==> src/rtl/simd_pkg.sv <==
// Shared widths, operation-code layout and enums for the packed SIMD unit.
// Assumes a 32-bit word that splits evenly into byte and halfword lanes.
package simd_pkg;
    localparam int WORD_W   = 32;
    localparam int BYTE_W   = 8;
    localparam int HALF_W   = 16;
    localparam int BYTE_N   = WORD_W / BYTE_W;
    localparam int HALF_N   = WORD_W / HALF_W;
    localparam int BPH      = HALF_W / BYTE_W;
    localparam int FLAG_W   = BYTE_N;

    typedef enum logic [1:0] {
        MODE_WRAP  = 2'd0,
        MODE_SAT   = 2'd1,
        MODE_HALVE = 2'd2,
        MODE_SPEC  = 2'd3
    } lane_mode_e;

    typedef enum logic [1:0] {
        KIND_ADD = 2'd0,
        KIND_SUB = 2'd1,
        KIND_XAS = 2'd2,
        KIND_XSA = 2'd3
    } lane_kind_e;

    typedef struct packed {
        lane_mode_e mode;
        logic       sgn;
        logic       wide;
        lane_kind_e kind;
    } simd_op_t;

    localparam int OP_W = $bits(simd_op_t);
endpackage

==> src/rtl/simd_lane.sv <==
// One arithmetic lane of width W: add or subtract at full precision, then
// wrap, saturate or halve. Also gives the greater-or-equal bit.
// Assumes the caller selects operands and add/subtract; mode 3 acts as wrap.
module simd_lane
    import simd_pkg::*;
#(
    parameter int W = 8
) (
    input  logic [W-1:0] a_i,
    input  logic [W-1:0] b_i,
    input  logic         sub_i,
    input  logic         sgn_i,
    input  lane_mode_e   mode_i,
    output logic [W-1:0] res_o,
    output logic         ge_o
);
    localparam int EXT_W = W + 2;

    logic [EXT_W-1:0] ext_a;
    logic [EXT_W-1:0] ext_b;
    logic [EXT_W-1:0] full;
    logic             over_hi;
    logic             over_lo;

    // Extend both operands by two bits and form the exact lane result.
    always_comb begin
        ext_a = {{2{sgn_i & a_i[W-1]}}, a_i};
        ext_b = {{2{sgn_i & b_i[W-1]}}, b_i};
        full  = sub_i ? (ext_a - ext_b) : (ext_a + ext_b);
    end

    // Detect results above the lane maximum or below the lane minimum.
    always_comb begin
        if (sgn_i) begin
            over_hi = ~full[W] &  full[W-1];
            over_lo =  full[W] & ~full[W-1];
        end else begin
            over_hi = ~full[W+1] & full[W];
            over_lo =  full[W+1];
        end
    end

    // Pick the lane output for the requested behaviour.
    always_comb begin
        unique case (mode_i)
            MODE_SAT: begin
                if (over_hi)      res_o = sgn_i ? {1'b0, {(W-1){1'b1}}} : {W{1'b1}};
                else if (over_lo) res_o = sgn_i ? {1'b1, {(W-1){1'b0}}} : {W{1'b0}};
                else              res_o = full[W-1:0];
            end
            MODE_HALVE: res_o = full[W:1];
            default:    res_o = full[W-1:0];
        endcase
    end

    // Non-negative for signed or subtract, carry-out for unsigned add.
    always_comb ge_o = (sgn_i | sub_i) ? ~full[W+1] : full[W];
endmodule

==> src/rtl/simd_word_sat.sv <==
// Full-word signed saturating add or subtract.
// Assumes two's-complement operands of width W.
module simd_word_sat #(
    parameter int W = 32
) (
    input  logic [W-1:0] a_i,
    input  logic [W-1:0] b_i,
    input  logic         sub_i,
    output logic [W-1:0] res_o
);
    logic [W:0] full;

    // Exact sum with one guard bit, then clamp when the guard and sign differ.
    always_comb begin
        full = sub_i ? ({a_i[W-1], a_i} - {b_i[W-1], b_i})
                     : ({a_i[W-1], a_i} + {b_i[W-1], b_i});
        if (full[W] != full[W-1])
            res_o = full[W] ? {1'b1, {(W-1){1'b0}}} : {1'b0, {(W-1){1'b1}}};
        else
            res_o = full[W-1:0];
    end
endmodule

==> src/rtl/simd_bytesel.sv <==
// Byte-wise merge: byte i comes from a_i when sel_i[i] is set, else from b_i.
// Assumes one select bit per byte.
module simd_bytesel #(
    parameter int N = 4,
    parameter int BW = 8
) (
    input  logic [N*BW-1:0] a_i,
    input  logic [N*BW-1:0] b_i,
    input  logic [N-1:0]    sel_i,
    output logic [N*BW-1:0] res_o
);
    for (genvar i = 0; i < N; i++) begin : g_byte
        // Choose the source of one byte.
        assign res_o[i*BW +: BW] = sel_i[i] ? a_i[i*BW +: BW] : b_i[i*BW +: BW];
    end
endmodule

==> src/rtl/simd_addsub.sv <==
// Packed SIMD add-subtract unit: byte and halfword lanes, exchange forms,
// 32-bit saturating add/subtract, byte select, stored greater-or-equal flags.
// Assumes the operation code is stable for the whole cycle it is issued in.
module simd_addsub
    import simd_pkg::*;
(
    input  logic              clk,
    input  logic              rst_n,
    input  logic              valid_i,
    input  logic [OP_W-1:0]   op_i,
    input  logic [WORD_W-1:0] a_i,
    input  logic [WORD_W-1:0] b_i,
    output logic [WORD_W-1:0] result_o,
    output logic [FLAG_W-1:0] flags_o,
    output logic              flag_we_o
);
    simd_op_t          op;
    logic [WORD_W-1:0] byte_res;
    logic [BYTE_N-1:0] byte_ge;
    logic [WORD_W-1:0] half_res;
    logic [FLAG_W-1:0] half_ge;
    logic [WORD_W-1:0] word_res;
    logic [WORD_W-1:0] sel_res;
    logic [FLAG_W-1:0] ge_next;
    logic [FLAG_W-1:0] flags_q;
    logic              reserved;

    assign op = simd_op_t'(op_i);

    for (genvar i = 0; i < BYTE_N; i++) begin : g_byte_lane
        simd_lane #(.W(BYTE_W)) u_lane (
            .a_i    (a_i[i*BYTE_W +: BYTE_W]),
            .b_i    (b_i[i*BYTE_W +: BYTE_W]),
            .sub_i  (op.kind == KIND_SUB),
            .sgn_i  (op.sgn),
            .mode_i (op.mode),
            .res_o  (byte_res[i*BYTE_W +: BYTE_W]),
            .ge_o   (byte_ge[i])
        );
    end

    for (genvar j = 0; j < HALF_N; j++) begin : g_half_lane
        localparam bit IS_TOP = (j == HALF_N - 1);
        localparam int MIRROR = HALF_N - 1 - j;
        logic [HALF_W-1:0] b_pick;
        logic              h_sub;
        logic              h_ge;

        // Exchange kinds take the opposite half of the second operand.
        assign b_pick = op.kind[1] ? b_i[MIRROR*HALF_W +: HALF_W] : b_i[j*HALF_W +: HALF_W];
        // Top lane adds under kind 2 and subtracts under kind 3; bottom is the reverse.
        assign h_sub  = (op.kind == KIND_SUB)
                      | ((op.kind == KIND_XAS) & !IS_TOP)
                      | ((op.kind == KIND_XSA) &  IS_TOP);

        simd_lane #(.W(HALF_W)) u_lane (
            .a_i    (a_i[j*HALF_W +: HALF_W]),
            .b_i    (b_pick),
            .sub_i  (h_sub),
            .sgn_i  (op.sgn),
            .mode_i (op.mode),
            .res_o  (half_res[j*HALF_W +: HALF_W]),
            .ge_o   (h_ge)
        );
        // One halfword flag covers both of its bytes.
        assign half_ge[j*BPH +: BPH] = {BPH{h_ge}};
    end

    simd_word_sat #(.W(WORD_W)) u_word (
        .a_i   (a_i),
        .b_i   (b_i),
        .sub_i (op.kind == KIND_SUB),
        .res_o (word_res)
    );

    simd_bytesel #(.N(BYTE_N), .BW(BYTE_W)) u_sel (
        .a_i   (a_i),
        .b_i   (b_i),
        .sel_i (flags_q),
        .res_o (sel_res)
    );

    // Flag reserved codes: special kind 3, or exchange kinds on byte lanes.
    always_comb reserved = (op.mode == MODE_SPEC) ? (op.kind == KIND_XSA)
                                                  : (!op.wide && op.kind[1]);

    // Steer the selected datapath to the result port.
    always_comb begin
        if (reserved)                  result_o = '0;
        else if (op.mode == MODE_SPEC) result_o = (op.kind == KIND_XAS) ? sel_res : word_res;
        else if (op.wide)              result_o = half_res;
        else                           result_o = byte_res;
    end

    // Candidate flags and the write condition for the flag register.
    always_comb begin
        ge_next   = op.wide ? half_ge : byte_ge;
        flag_we_o = valid_i && (op.mode == MODE_WRAP) && !reserved;
    end

    // Flag register: cleared on reset, loaded by wrapping lane operations.
    always_ff @(posedge clk) begin
        if (!rst_n)         flags_q <= '0;
        else if (flag_we_o) flags_q <= ge_next;
    end

    assign flags_o = flags_q;
endmodule

==> config.mk <==
export PLATFORM = sky130hd
export DESIGN_NAME = simd_addsub
export DESIGN_NICKNAME = d
export VERILOG_FILES = /design/src/rtl/simd_pkg.sv /design/src/rtl/simd_lane.sv /design/src/rtl/simd_word_sat.sv /design/src/rtl/simd_bytesel.sv /design/src/rtl/simd_addsub.sv
export SDC_FILE = /design/constraint.sdc
export NUM_CORES = 1
export LEC_CHECK = 0
export ABC_CLOCK_PERIOD_IN_PS = 7100
export BUFFER_PORTS_ARGS = -buffer_cell sky130_fd_sc_hd__buf_2
export CORE_UTILIZATION = 45
export DETAILED_ROUTE_END_ITERATION = 12
export GPL_TIMING_DRIVEN = 1
export PLACE_DENSITY = 0.63
export SYNTH_ARGS = -nofsm -noshare
export SYNTH_HDL_FRONTEND = slang
export SYNTH_SLANG_ARGS = --single-unit
==> constraint.sdc <==
create_clock -name clk -period 7.1 [get_ports clk]
set_clock_uncertainty 0.1 [all_clocks]
set_input_delay 0.71 -clock clk [delete_from_list [all_inputs] [get_ports clk]]
set_output_delay 0.71 -clock clk [all_outputs]
set_load 0.05 [all_outputs]
# [Word-level counts from Yosys, hierarchy flattened]
# Index checks and enable logic that the tools add are counted.
[totals] word_cells=140 out_inout_bits=37 in_bits=73 regBits=4
[classes] addsub=14 mux=61 n_reduce_logical=6 eq_ne=7 n_bitwise=51
[ops] op="$mux W32" n=6
[ops] op="$mux W16" n=8
[ops] op="$mux W8" n=14
[ops] op="$pmux W16 S2" n=2
[ops] op="$pmux W8 S2" n=4
[ops] op="$add A9 B9 Y10" n=4
[ops] op="$mux W10" n=4
[ops] op="$sub A9 B9 Y10" n=4
[ops] op="$add A17 B17 Y18" n=2
[ops] op="$mux W18" n=2
[ops] op="$sub A17 B17 Y18" n=2
[ops] op="$add A32 B32 Y33" n=1
[ops] op="$mux W33" n=1
[ops] op="$sub A32 B32 Y33" n=1
[ops] op="$and A1 B1 Y1" n=28
[ops] op="$mux W1" n=19
[ops] op="$not A1 Y1" n=18
[ops] op="$eq A2 B2 Y1 const B" n=4
[ops] op="$or A1 B1 Y1" n=5
[ops] op="$eq A2 B1 Y1 const B" n=2
[ops] op="$mux W4" n=1
[ops] op="$logic_and A1 B1 Y1" n=3
[ops] op="$logic_not A1 Y1" n=2
[ops] op="$logic_not A2 Y1" n=1
[ops] op="$ne A1 B1 Y1" n=1

# [Depth between registers and ports, before layout]
[logic_depth] ltp_word=13 mapped_depth=26 depth_no_buf=21

# [By module]
# Synthesis repeated with hierarchy kept, for this count alone.
[unflattened] hier_cells=1624 hier_area_um2=12205.5
[modules_own_cells] mod="simd_lane (g_byte_lane[0].u_lane ...)" cells_per_inst=122 area_per_inst_um2=883.3 instances=4
[modules_own_cells] mod="simd_lane (g_half_lane[0].u_lane ...)" cells_per_inst=236 area_per_inst_um2=1694.1 instances=2
[modules_own_cells] mod="simd_word_sat" cells_per_inst=411 area_per_inst_um2=2777.7 instances=1
[modules_own_cells] mod="simd_addsub" cells_per_inst=217 area_per_inst_um2=1980.6 instances=1
[modules_own_cells] mod="simd_bytesel" cells_per_inst=36 area_per_inst_um2=525.5 instances=1

# [Least setup slack after synthesis]
# No wires, ideal clock.
[synth_path] path_type="input to output" from="input port op_i[1]" to="output port result_o[25]" path_slack_ps=-510 stages=21 path_buffers=4 t_arrival_ps=6800 path_cell_list="buf_2 > buf_1 > buf_1 > buf_1 > nand2_1 > a21boi_0 > ha_1 > nand2_1 > o31ai_1 > o31ai_1 > a21oi_1 > xnor2_1 > ha_1 > and4_1 > nand4_1 > a211oi_1 > mux2_2 > or2_2 > o32ai_2 > a21oi_1 > o311ai_0"
[synth_via] elab_chain_len=12 elab_cells_between_ends=42 classes_between="add/sub: 2; eq/ne: 4; mux: 21; bitwise: 14; reduce/logical: 1"
[synth_rtl] element="start: declaration" line_no="simd_addsub.sv:10" text="input logic [OP_W-1:0] op_i,"
[synth_rtl] element="$mux W16 (tied with other cells)" line_no="simd_addsub.sv:50" text="assign b_pick = op.kind[1] ? b_i[MIRROR*HALF_W +: HALF_W] : b_i[j*HALF_W +: HALF_W];"
[synth_rtl] element="$and A1 B1 Y1 (tied with other cells)" line_no="simd_lane.sv:28" text="ext_b = {{2{sgn_i & b_i[W-1]}}, b_i};"
[synth_rtl] element="$add A17 B17 Y18 (tied with other cells)" line_no="simd_lane.sv:29" text="full = sub_i ? (ext_a - ext_b) : (ext_a + ext_b);"
[synth_rtl] element="$mux W18 or $not A1 Y1 (tied branches)" line_no="simd_lane.sv:29, simd_lane.sv:36"
[synth_rtl] element="$and A1 B1 Y1 (tied with other cells)" line_no="simd_lane.sv:36" text="over_lo = full[W] & ~full[W-1];"
[synth_rtl] element="$mux W1 (tied with other cells)" line_no="simd_lane.sv:34" text="if (sgn_i) begin"
[synth_rtl] element="$mux W16 or $mux W1 (tied branches)" line_no="simd_lane.sv:48, simd_lane.sv:34"
[synth_rtl] element="$mux W16" line_no="simd_lane.sv:47" text="if (over_hi) res_o = sgn_i ? {1'b0, {(W-1){1'b1}}} : {W{1'b1}};"
[synth_rtl] element="$pmux W16 S2" line_no="simd_lane.sv:45" text="unique case (mode_i)"
[synth_rtl] element="$mux W32" line_no="simd_addsub.sv:91" text="else if (op.wide) result_o = half_res;"
[synth_rtl] element="$mux W32" line_no="simd_addsub.sv:90" text="else if (op.mode == MODE_SPEC) result_o = (op.kind == KIND_XAS) ? sel_res : word_res;"
[synth_rtl] element="$mux W32 *" line_no="simd_addsub.sv:89" text="if (reserved) result_o = '0;"
[synth_rtl] element="end: declaration" line_no="simd_addsub.sv:13" text="output logic [WORD_W-1:0] result_o,"
# Mark *: on every way between the ends. The rest lies on a longest branch, timed or not.

# [Worst setup path after layout]
[layout_path] from="input port op_i[1]" to="output port result_o[27]"
# Same word-level chain as after synthesis.

==> out/qor.yml <==
antenna_found_initial: 1
die_w_um: 155.2
slew_headroom_pct: 32.54
setup_violations: 0
arrival_ns: 5.97
syn-num-nets: 1778
syn_inst: 1592
syn_avg_cell_area_um2: 6.636
fp.coreArea_um2: 22850
cts_tree: "built"
hpwlAfterDp_um: 39030
grt_usage_pct: 39.49
yosysUniqueCellTypes: 89
die_y_um: 155.2
fin_util_pct: 50.39
synth_ff_type: "dfxtp_1"
syn_area_um2: 10560
fill_cells: 2507
area_delta_synth_final_pct: 8.989
drv_cap: 0
insertion_delay_ns: 0.23
antenna_cells: 0
dieArea_um2: 24090
post_cts.repair.setup_buffers: 0
wl_per_cell_um: 24.80
first_pass_iters: 6
ys_seq_area_share_pct: 0.7580
routed_wl_um: 48610
cts_buffers: 3
ir_drop_uv: 78.09
required_ns: 6.29
ctsHtreeMaxLevel: 1
rsz0062_at_grt: "no"
power_density_nw_per_um2: 176.6
hp-start: "flags_o[0]$_SDFFE_PN0P_"
cp-end-kind: "output port"
setup.worst_path.start: "op_i[1]"
grt_pass1_wl_um: 72200
hold_class: "flip-flop to flip-flop"
ys_seq_elements: 4
run_status: "complete, no violations"
min_period_ns: 6.776
drtIter0Drc: 1707
num_rows: 55
synth_edf_count: 0
fin_nets: 1835
grt_pass1_vias: 11648
worstSetupPathType: "input pin to output port"
grt_max_degree: 67
async_flop_share_pct: 0
pre_cts_ws_ns: 0.3798
vias: 13004
num_io_pins: 110
vias_per_cell: 6.635
cpPeakStageDelay_ns: 0.74
gp_congestion: 1.013
finalSetupTns_ns: 0
post-route-period-util_pct: 95.44
largest_reg_flops: 4
crit_slowest_cell: "o31ai_1"
placement.io_buffers: 109
cts_max_path_buffers: 2
drc: 0
final_hold_viol_count: 0
start_kind: "input pin"
cts_resized: 0
cellLeakagePower_nw: 4.748
clk_pin_slew_worst_paths_ns: 0.03
setup_slack_ns: 0.3237
ctsHoldBuffers: 0
r2r-start: "flags_o[1]$_SDFFE_PN0P_"
clockRootBuffer: "clkbuf_16"
grt_overflow_total: 0
clock-sinks: 4
path_cells: "buf_2 > inv_1 > buf_4 > ha_2 > or2_1 > o31ai_1 > nor2_1 > xnor2_1 > ha_1 > a21oi_1 > o21ai_0 > or3_1 > o211a_1 > and3_1 > o21ai_0 > o21ai_4 > nor2b_1 > a2111o_1 > a32o_1 > buf_2"
max_freq_ghz: 0.1476
whs_ns: 0.7021
yosysWarnings: 0
antenna_left: 0
final_max_slew_viol_count: 0
cpLargestDelayFamily: "compound AO/OA/AOI/OAI gates"
start_util_pct: 46.24
path_max_fanout: 15
drive_gt1_share_pct: 13.24
crit_buf_inv: 4
worstMarginPinSlew_ns: 1.008
-- layout by cell type, fill, tap and decap left out, types with 8 or more instances in the layout --
| cell | synthesis | layout |
|---|---|---|
| a211o_1 | 8 | 8 |
| a211oi_1 | 24 | 17 |
| a21boi_0 | 8 | 8 |
| a21o_1 | 18 | 18 |
| a21oi_1 | 151 | 151 |
| a221oi_1 | 9 | 8 |
| a31oi_1 | 20 | 20 |
| a32o_1 | 8 | 8 |
| and2_1 | 16 | 16 |
| and3_1 | 24 | 24 |
| buf_2 | 20 | 109 |
| buf_4 | 4 | 44 |
| ha_1 | 107 | 106 |
| inv_1 | 57 | 57 |
| mux2_2 | 15 | 15 |
| mux2i_1 | 46 | 46 |
| nand2_1 | 136 | 136 |
| nand2b_1 | 33 | 33 |
| nand3_1 | 41 | 41 |
| nand4_1 | 13 | 13 |
| nor2_1 | 143 | 143 |
| nor2b_1 | 22 | 22 |
| nor3_1 | 55 | 53 |
| nor4_1 | 12 | 12 |
| o211ai_1 | 28 | 28 |
| o21a_1 | 22 | 22 |
| o21ai_0 | 114 | 114 |
| o221ai_1 | 16 | 16 |
| o22ai_1 | 18 | 18 |
| o31ai_1 | 13 | 13 |
| or2_2 | 9 | 9 |
| or3_1 | 19 | 19 |
| xnor2_1 | 121 | 121 |
| xor2_1 | 37 | 37 |
-- worst paths after layout --
kind	slack (ns)	endpoint	cells after the start
min reg2reg	0.70	flags_o[0]$_SDFFE_PN0P_	2
min	0.70	flags_o[0]$_SDFFE_PN0P_	2
max reg2reg	5.87	flags_o[1]$_SDFFE_PN0P_	2
max	0.32	result_o[27]	20
-- per-layer routing --
metal,vias to the layer above,global-route usage [%],part of all wire (%),wire length (um)
met1,6142,56.12,44,21220
met5,-,0,0.033,16
li1,6024,-,-,-
met4,2,13.59,3.7,1822
met2,728,60.53,42,20490
met3,108,5.487,10,5064
-- report_power, final --
group	switching (mW)	internal [mW]	total [mW]	leakage [nW]
combinational	1.24	0.672	1.91	4.68
clock	0.0182	0.0722	0.0903	0.0370
sequential	0.00612	0.0238	0.0299	0.0326
-- layout make-up --
| cell class | instances | area, um^2 | area share [%] |
|---|---|---|---|
| inverter | 58 | 217.7 | 1.891 |
| clock buffer | 3 | 75.07 | 0.6520 |
| multi-input combinational | 1429 | 9873 | 85.75 |
| timing repair buffer | 153 | 875.8 | 7.607 |
| tap | 313 | 391.6 | 3.401 |
| sequential | 4 | 80.08 | 0.6955 |
-- cells by family after synthesis --
kind of cell | Yosys count | share of synthesized area, %
XOR/XNOR | 161 | 13.67
AO/OA/AOI/OAI | 538 | 33.35
AND/OR/NAND/NOR | 555 | 25.97
flip-flops | 4 | 0.7581
buffers and inverters | 159 | 6.384
multiplexers | 61 | 5.958
adder cells (fa/ha/maj) | 114 | 13.91
-- stage by stage --
stage / cells / power [mW] / instance area, um^2
2_1_floorplan: 1592 / 1.399 / 10610
3_3_place_gp: 1957 / 1.886 / 11430
3_5_place_dp: 1957 / 1.885 / 11430
4_1_cts: 1960 / 1.985 / 11500
5_1_grt: 1960 / 2.169 / 11510
6_report: 1960 / 2.034 / 11510
-- worst reg2reg max path, stage by stage (launching register included) --
cell and delay (ns):
dfxtp_1 0.73, o21ai_0 0.19, a21oi_1 0.14
-- Yosys cell counts, types with 8 or more instances --
cell | number | share of area [%]
xor2_1 | 37 | 3.1
a21o_1 | 18 | 1.3
o211ai_1 | 28 | 2.0
a21oi_1 | 151 | 7.2
mux2_2 | 15 | 1.6
and2_1 | 16 | 0.95
ha_1 | 107 | 13
a21boi_0 | 8 | 0.57
nand2b_1 | 33 | 2.0
o31ai_1 | 13 | 0.92
a32o_1 | 8 | 0.76
o22ai_1 | 18 | 1.1
o21a_1 | 22 | 1.6
o221ai_1 | 16 | 1.3
xnor2_1 | 121 | 10
inv_1 | 57 | 2.0
mux2i_1 | 46 | 4.4
nor3_1 | 55 | 2.6
nand4_1 | 13 | 0.77
a31oi_1 | 20 | 1.2
clkbuf_1 | 64 | 2.3
a211oi_1 | 24 | 1.7
buf_1 | 8 | 0.28
and3_1 | 24 | 1.4
nand3_1 | 41 | 1.9
buf_2 | 20 | 0.95
a211o_1 | 8 | 0.66
nor2b_1 | 22 | 1.3
nor2_1 | 143 | 5.1
nand2_1 | 136 | 4.8
o21ai_0 | 114 | 5.4
or2_2 | 9 | 0.53
or3_1 | 19 | 1.1
nor4_1 | 12 | 0.71
a221oi_1 | 9 | 0.75
(Power assumes the default switching activity.)
